**src/rtl/bio_port_pkg.sv**
```systemverilog
package bio_port_pkg;
  localparam int ADDR_W = 2;
  localparam logic [ADDR_W-1:0] A_CTRL = 2'd0;
  localparam logic [ADDR_W-1:0] A_DIR  = 2'd1;
  localparam logic [ADDR_W-1:0] A_DATA = 2'd2;
  localparam logic [ADDR_W-1:0] A_STAT = 2'd3;
  localparam int NUM_HS = 2;

  typedef enum logic [1:0] {
    HS2_EDGE0 = 2'b00,
    HS2_EDGE1 = 2'b01,
    HS2_NEG   = 2'b10,
    HS2_ASRT  = 2'b11
  } hs2_mode_t;

  typedef struct packed {
    hs2_mode_t mode;
    logic      sense2;
    logic      sense1;
    logic      enable;
  } ctrl_t;
endpackage

```
**src/rtl/bio_hs_status.sv**
```systemverilog
module bio_hs_status #(
  parameter int SYNC_STAGES = 2
) (
  input  logic clk,
  input  logic rst,
  input  logic pin,
  input  logic sense,
  input  logic enable,
  input  logic force_off,
  input  logic clr,
  output logic status
);
  logic [SYNC_STAGES-1:0] sync_q;
  logic prev_q;
  logic edge_hit;

  always_ff @(posedge clk) begin
    if (rst) begin
      sync_q <= '0;
      prev_q <= 1'b0;
    end else begin
      sync_q <= {sync_q[SYNC_STAGES-2:0], pin};
      prev_q <= sync_q[SYNC_STAGES-1];
    end
  end

  always_comb begin
    if (sense) edge_hit = sync_q[SYNC_STAGES-1] & ~prev_q;
    else       edge_hit = ~sync_q[SYNC_STAGES-1] & prev_q;
  end

  always_ff @(posedge clk) begin
    if (rst) status <= 1'b0;
    else     status <= enable & ~force_off & (edge_hit | (status & ~clr));
  end
endmodule

```
**src/rtl/bio_data_regs.sv**
```systemverilog
module bio_data_regs #(
  parameter int WIDTH = 8
) (
  input  logic             clk,
  input  logic             rst,
  input  logic             wr_dir,
  input  logic             wr_data,
  input  logic [WIDTH-1:0] wdata,
  input  logic [WIDTH-1:0] pin_in,
  output logic [WIDTH-1:0] dir_q,
  output logic [WIDTH-1:0] data_q,
  output logic [WIDTH-1:0] read_mix
);
  always_ff @(posedge clk) begin
    if (rst) begin
      dir_q  <= '0;
      data_q <= '0;
    end else begin
      if (wr_dir)  dir_q  <= wdata;
      if (wr_data) data_q <= wdata;
    end
  end

  for (genvar i = 0; i < WIDTH; i++) begin : g_mix
    assign read_mix[i] = dir_q[i] ? data_q[i] : pin_in[i];
  end
endmodule

```
**src/rtl/bio_hs2_drive.sv**
```systemverilog
module bio_hs2_drive (
  input  logic       clk,
  input  logic       rst,
  input  logic [1:0] mode,
  input  logic       sense,
  output logic       out_level,
  output logic       out_en
);
  always_ff @(posedge clk) begin
    if (rst) begin
      out_level <= 1'b0;
      out_en    <= 1'b0;
    end else begin
      out_en    <= mode[1];
      out_level <= mode[1] & ~(mode[0] ^ sense);
    end
  end
endmodule

```
**src/rtl/bio_port.sv**
```systemverilog
module bio_port
  import bio_port_pkg::*;
#(
  parameter int WIDTH = 8
) (
  input  logic              clk,
  input  logic              rst,
  input  logic [ADDR_W-1:0] bus_addr,
  input  logic              bus_wr,
  input  logic [WIDTH-1:0]  bus_wdata,
  output logic [WIDTH-1:0]  bus_rdata,
  input  logic [WIDTH-1:0]  port_in,
  output logic [WIDTH-1:0]  port_out,
  output logic [WIDTH-1:0]  port_oe,
  input  logic              hs1_in,
  input  logic              hs2_in,
  output logic              hs2_out,
  output logic              hs2_oe
);
  localparam int CTRL_W = $bits(ctrl_t);

  ctrl_t ctrl_q;
  logic [WIDTH-1:0] dir_q, data_q, read_mix;
  logic [NUM_HS-1:0] stat_q, pins, senses, forces, clrs;
  logic wr_ctrl, wr_stat;

  assign wr_ctrl = bus_wr && (bus_addr == A_CTRL);
  assign wr_stat = bus_wr && (bus_addr == A_STAT);

  always_ff @(posedge clk) begin
    if (rst) ctrl_q <= '0;
    else if (wr_ctrl) ctrl_q <= ctrl_t'(bus_wdata[CTRL_W-1:0]);
  end

  bio_data_regs #(.WIDTH(WIDTH)) u_regs (
    .clk(clk), .rst(rst),
    .wr_dir(bus_wr && (bus_addr == A_DIR)),
    .wr_data(bus_wr && (bus_addr == A_DATA)),
    .wdata(bus_wdata), .pin_in(port_in),
    .dir_q(dir_q), .data_q(data_q), .read_mix(read_mix)
  );

  assign pins   = {hs2_in, hs1_in};
  assign senses = {ctrl_q.sense2, ctrl_q.sense1};
  assign forces = {ctrl_q.mode[1], 1'b0};
  assign clrs   = wr_stat ? bus_wdata[NUM_HS-1:0] : '0;

  for (genvar h = 0; h < NUM_HS; h++) begin : g_hs
    bio_hs_status u_hs (
      .clk(clk), .rst(rst), .pin(pins[h]), .sense(senses[h]),
      .enable(ctrl_q.enable), .force_off(forces[h]), .clr(clrs[h]),
      .status(stat_q[h])
    );
  end

  bio_hs2_drive u_drv (
    .clk(clk), .rst(rst), .mode(ctrl_q.mode), .sense(ctrl_q.sense2),
    .out_level(hs2_out), .out_en(hs2_oe)
  );

  assign port_out = data_q;
  assign port_oe  = dir_q;

  always_ff @(posedge clk) begin
    if (rst) bus_rdata <= '0;
    else begin
      unique case (bus_addr)
        A_CTRL:  bus_rdata <= WIDTH'(ctrl_q);
        A_DIR:   bus_rdata <= dir_q;
        A_DATA:  bus_rdata <= read_mix;
        default: bus_rdata <= WIDTH'(stat_q);
      endcase
    end
  end
endmodule


```
**config.mk**
```make
export PLATFORM = sky130hd
export DESIGN_NAME = bio_port
export DESIGN_NICKNAME = d
export VERILOG_FILES = /design/src/rtl/bio_port_pkg.sv /design/src/rtl/bio_hs_status.sv /design/src/rtl/bio_data_regs.sv /design/src/rtl/bio_hs2_drive.sv /design/src/rtl/bio_port.sv
export SDC_FILE = /design/constraint.sdc
export NUM_CORES = 1
export LEC_CHECK = 0
export ABC_AREA = 1
export BUFFER_PORTS_ARGS = -buffer_cell sky130_fd_sc_hd__buf_2
export CAP_MARGIN = 10
export CORE_MARGIN = 3
export CORE_UTILIZATION = 55
export DETAILED_ROUTE_END_ITERATION = 16
export GPL_TIMING_DRIVEN = 0
export PLACE_DENSITY = 0.79
export SLEW_MARGIN = 20
export SYNTH_ARGS = -nofsm -noshare
export SYNTH_HDL_FRONTEND = slang
export SYNTH_HIERARCHICAL = 1
export SYNTH_SLANG_ARGS = --single-unit
```
**constraint.sdc**
```tcl
create_clock -name clk -period 2.4 [get_ports clk]
set_input_delay 0.48 -clock clk [delete_from_list [all_inputs] [get_ports clk]]
set_output_delay 0.48 -clock clk [all_outputs]
set_load 0.05 [all_outputs]
```
==> results.toml <==
[placed_design]
placed_cells = 353
dpl_cell_area_mm2 = 0.00212
routabilityCongestion = 0.864
place.port_buffers = 48
detailedPlacementHpwl_mm = 2.75
dp_worst_setup_slack_ns = 0.815

[pwr]
vdd_drop_max_v = 0.000422
leakagePower_nw = 1.12
p_per_area_mw_per_mm2 = 580

[clock_network]
cts_buffer_depth = 2
clk_transition_reported_paths_ns = 0.10
post_cts.resized_instances = 0
maximum_level_of_the_cts_h_tree = 2
cts.sinks = 39
worst_skew_pair.late_latency_ns = 0.34
postCtsSetupRepairBufs = 0
clock-root-buffer = "clkbuf_4"
cts_tree = "done"
post_cts_hold_buffer_count = 0
cts-buffers-inserted = 5

[die]
die-height_um = 63.6
floorplan.rows = 20
core_area_mm2 = 0.00310
design.die.area_mm2 = 0.00404
die_width_um = 63.6
io_pins = 49
initial_utilization_pct = 58.8

[final_layout]
area_growth_syn_to_layout_pct = 18.9
nFillCells = 293
final_cell_mix = "59 x nand2_1, 48 x buf_2, 47 x nor2_1, 39 x dfxtp_1, 35 x inv_1"
num_antenna_cells = 0
layout.cell_area.non_filler_mm2 = 0.00217
nets = 339
post_route_cells_drive_above_1_share_pct = 27.8
post_layout_nonfiller_instances = 361
layout.cells.most_common = "nand2_1"

[worst_setup_path]
timing.critical_path.max_delay_family = "flip-flops"
arrival_ns = 1.05
worst-endpoint-required_ns = 1.92
setup.worst_path.start_class = "register"
cp-end-kind = "output pin"
buffering_stage_count_on_the_worst_path_with_inverters_included = 1
crit_fanout = 5
timing.critical_path.cells = "buf_2"
critical_path.max_stage_delay_ns = 0.42
setup.worst_path.class = "register to output pin"
critical-path-slowest-cell = "dfxtp_1"

[logic_synthesis]
syn-instance-count = 261
ys_ff_latch = 39
synth.cell_area_mm2 = 0.00182
ys_seq_area_share_pct = 42.8
synthesis.nets = 284
avgSynthCellArea_um2 = 6.99
yosysWarnings = 6
netlist-cell-type-count = 22

[timing]
hold_viol = 0
finalWorstSetupSlack_ns = 0.871
achievable-frequency_mhz = 654
clock-skew-final_ns = 0.00420
timing.setup.tns_ns = 0
timing.final.setup_violations = 0
finalCritPeriodShare_pct = 63.7
grt_setup_unrepaired = "no"
final-max-slew-violation-count = 0
final.min_clock_period_ns = 1.53
tightest_hold_margin_ns = 0.342

[routing]
drt-pass1-iter-count = 4
drt_via_density = 4.55
initialDrtViolationCount = 84
antenna_left = 0
dr_total_vias = 1641
post_drt_wl_per_cell_um = 10.1
detail_route.drc_violations = 0
finalWirelength_mm = 3.64

[global_routing]
grt_pass1_wl_mm = 6.47
vias_in_the_first_global_route = 1494
track_usage_pct = 20.1
maximum_number_of_pins_on_one_net_before_global_route_repair = 17
antenna_found_initial = 0
overall_overflow_remaining_after_global_route = 0

[min_path]
min-delay-path-class = "input port to register"

[run_status]
outcome = "complete, no violations"

[job]
max-cap-violations = 0
-- metal layers --
layer / up-vias / part of all wire [%] / global-route usage [%]
met3: 6 / 5.4 / 4.99
met2: 35 / 47 / 33.5
met5: - / 0 / 0
li1: 890 / - / -
met1: 710 / 46 / 24.7
met4: 0 / 1.6 / 8.09
-- final timing paths --
path,slack [ns],from,depth (start not counted),end
worst min-delay path,0.34,hs1_in,3,g_hs[0].u_hs/sync_q[0]$_SDFF_PP0_
worst min register to register,0.41,g_hs[0].u_hs/sync_q[0]$_SDFF_PP0_,2,g_hs[0].u_hs/sync_q[1]$_SDFF_PP0_
worst max-delay path,0.87,u_regs/dir_q[4]$_SDFFE_PP0P_,1,port_oe[4]
worst max register to register,1.48,u_regs/dir_q[4]$_SDFFE_PP0P_,6,bus_rdata[4]$_SDFF_PP0_
-- power by group --
part | leakage (nW) | total (W) | switching, W | internal [W]
combinational | 0.768 | 0.000248 | 0.000169 | 0.0000790
clock | 0.0293 | 0.000313 | 0.000199 | 0.000114
sequential | 0.319 | 0.000698 | 0.0000213 | 0.000676
total | 1.12 | 0.00126 | 0.000389 | 0.000870
-- final cells by class --
class                      instances  area (um^2)  share of cell area (%)
timing repair buffer              48          240                    11.1
multi-input combinational        171          791                    36.4
buffer                             7         86.3                    3.98
clock buffer                       7         45.0                    2.08
tap                               44         55.1                    2.54
inverter                          44          166                    7.67
clock inverter                     1         5.00                   0.231
sequential                        39          781                    36.0
-- registers in the layout (all words and copies together) (netlist names) --
signal            count
bus_rdata             8
u_regs/data_q         8
u_regs/dir_q          8
ctrl_q                5
g_hs.u_hs/sync_q      4
g_hs.u_hs/prev_q      2
g_hs.u_hs/status      2
u_drv/out_en          1
u_drv/out_level       1
-- synthesized netlist by cell type --
library cell | instances | share of area (%)
nor2_2 | 10 | 3.4
nand2_2 | 8 | 2.7
conb_1 | 1 | 0.21
nand2_4 | 1 | 0.62
nor2_4 | 1 | 0.62
nand3b_1 | 3 | 1.2
buf_8 | 2 | 1.6
nor3b_2 | 2 | 1.4
a21oi_1 | 3 | 0.82
buf_6 | 5 | 3.1
dfxtp_1 | 39 | 43
clkinv_2 | 1 | 0.27
o21ai_0 | 2 | 0.55
inv_2 | 3 | 0.62
nor3_1 | 4 | 1.1
nand2_1 | 59 | 12
inv_1 | 35 | 7.2
o21ai_1 | 8 | 2.2
clkinv_1 | 5 | 1.0
nor2_1 | 47 | 9.7
nor3_4 | 1 | 0.89
nand3_1 | 21 | 5.8
-- per-stage QoR --
| stage | total power [W] | utilization [%] |
|---|---|---|
| floorplan | 0.000893 | - |
| global placement | 0.000959 | 68.3 |
| detailed placement | 0.000962 | 68.3 |
| CTS | 0.00127 | 69.9 |
| global route | 0.00133 | 69.9 |
| finish | 0.00126 | 69.9 |
-- worst min-delay path, stage by stage --
cell and delay (ns):
buf_2 0.07, inv_1 0.03, nor2_1 0.06
-- logic make-up after synthesis --
family / share of synthesized area, %
other: 0.206
buffers and inverters: 13.9
AOI/OAI and AO/OA: 3.57
DFF: 42.8
and+or+nand+nor: 39.6
Power figures use the tool's default switching activity.
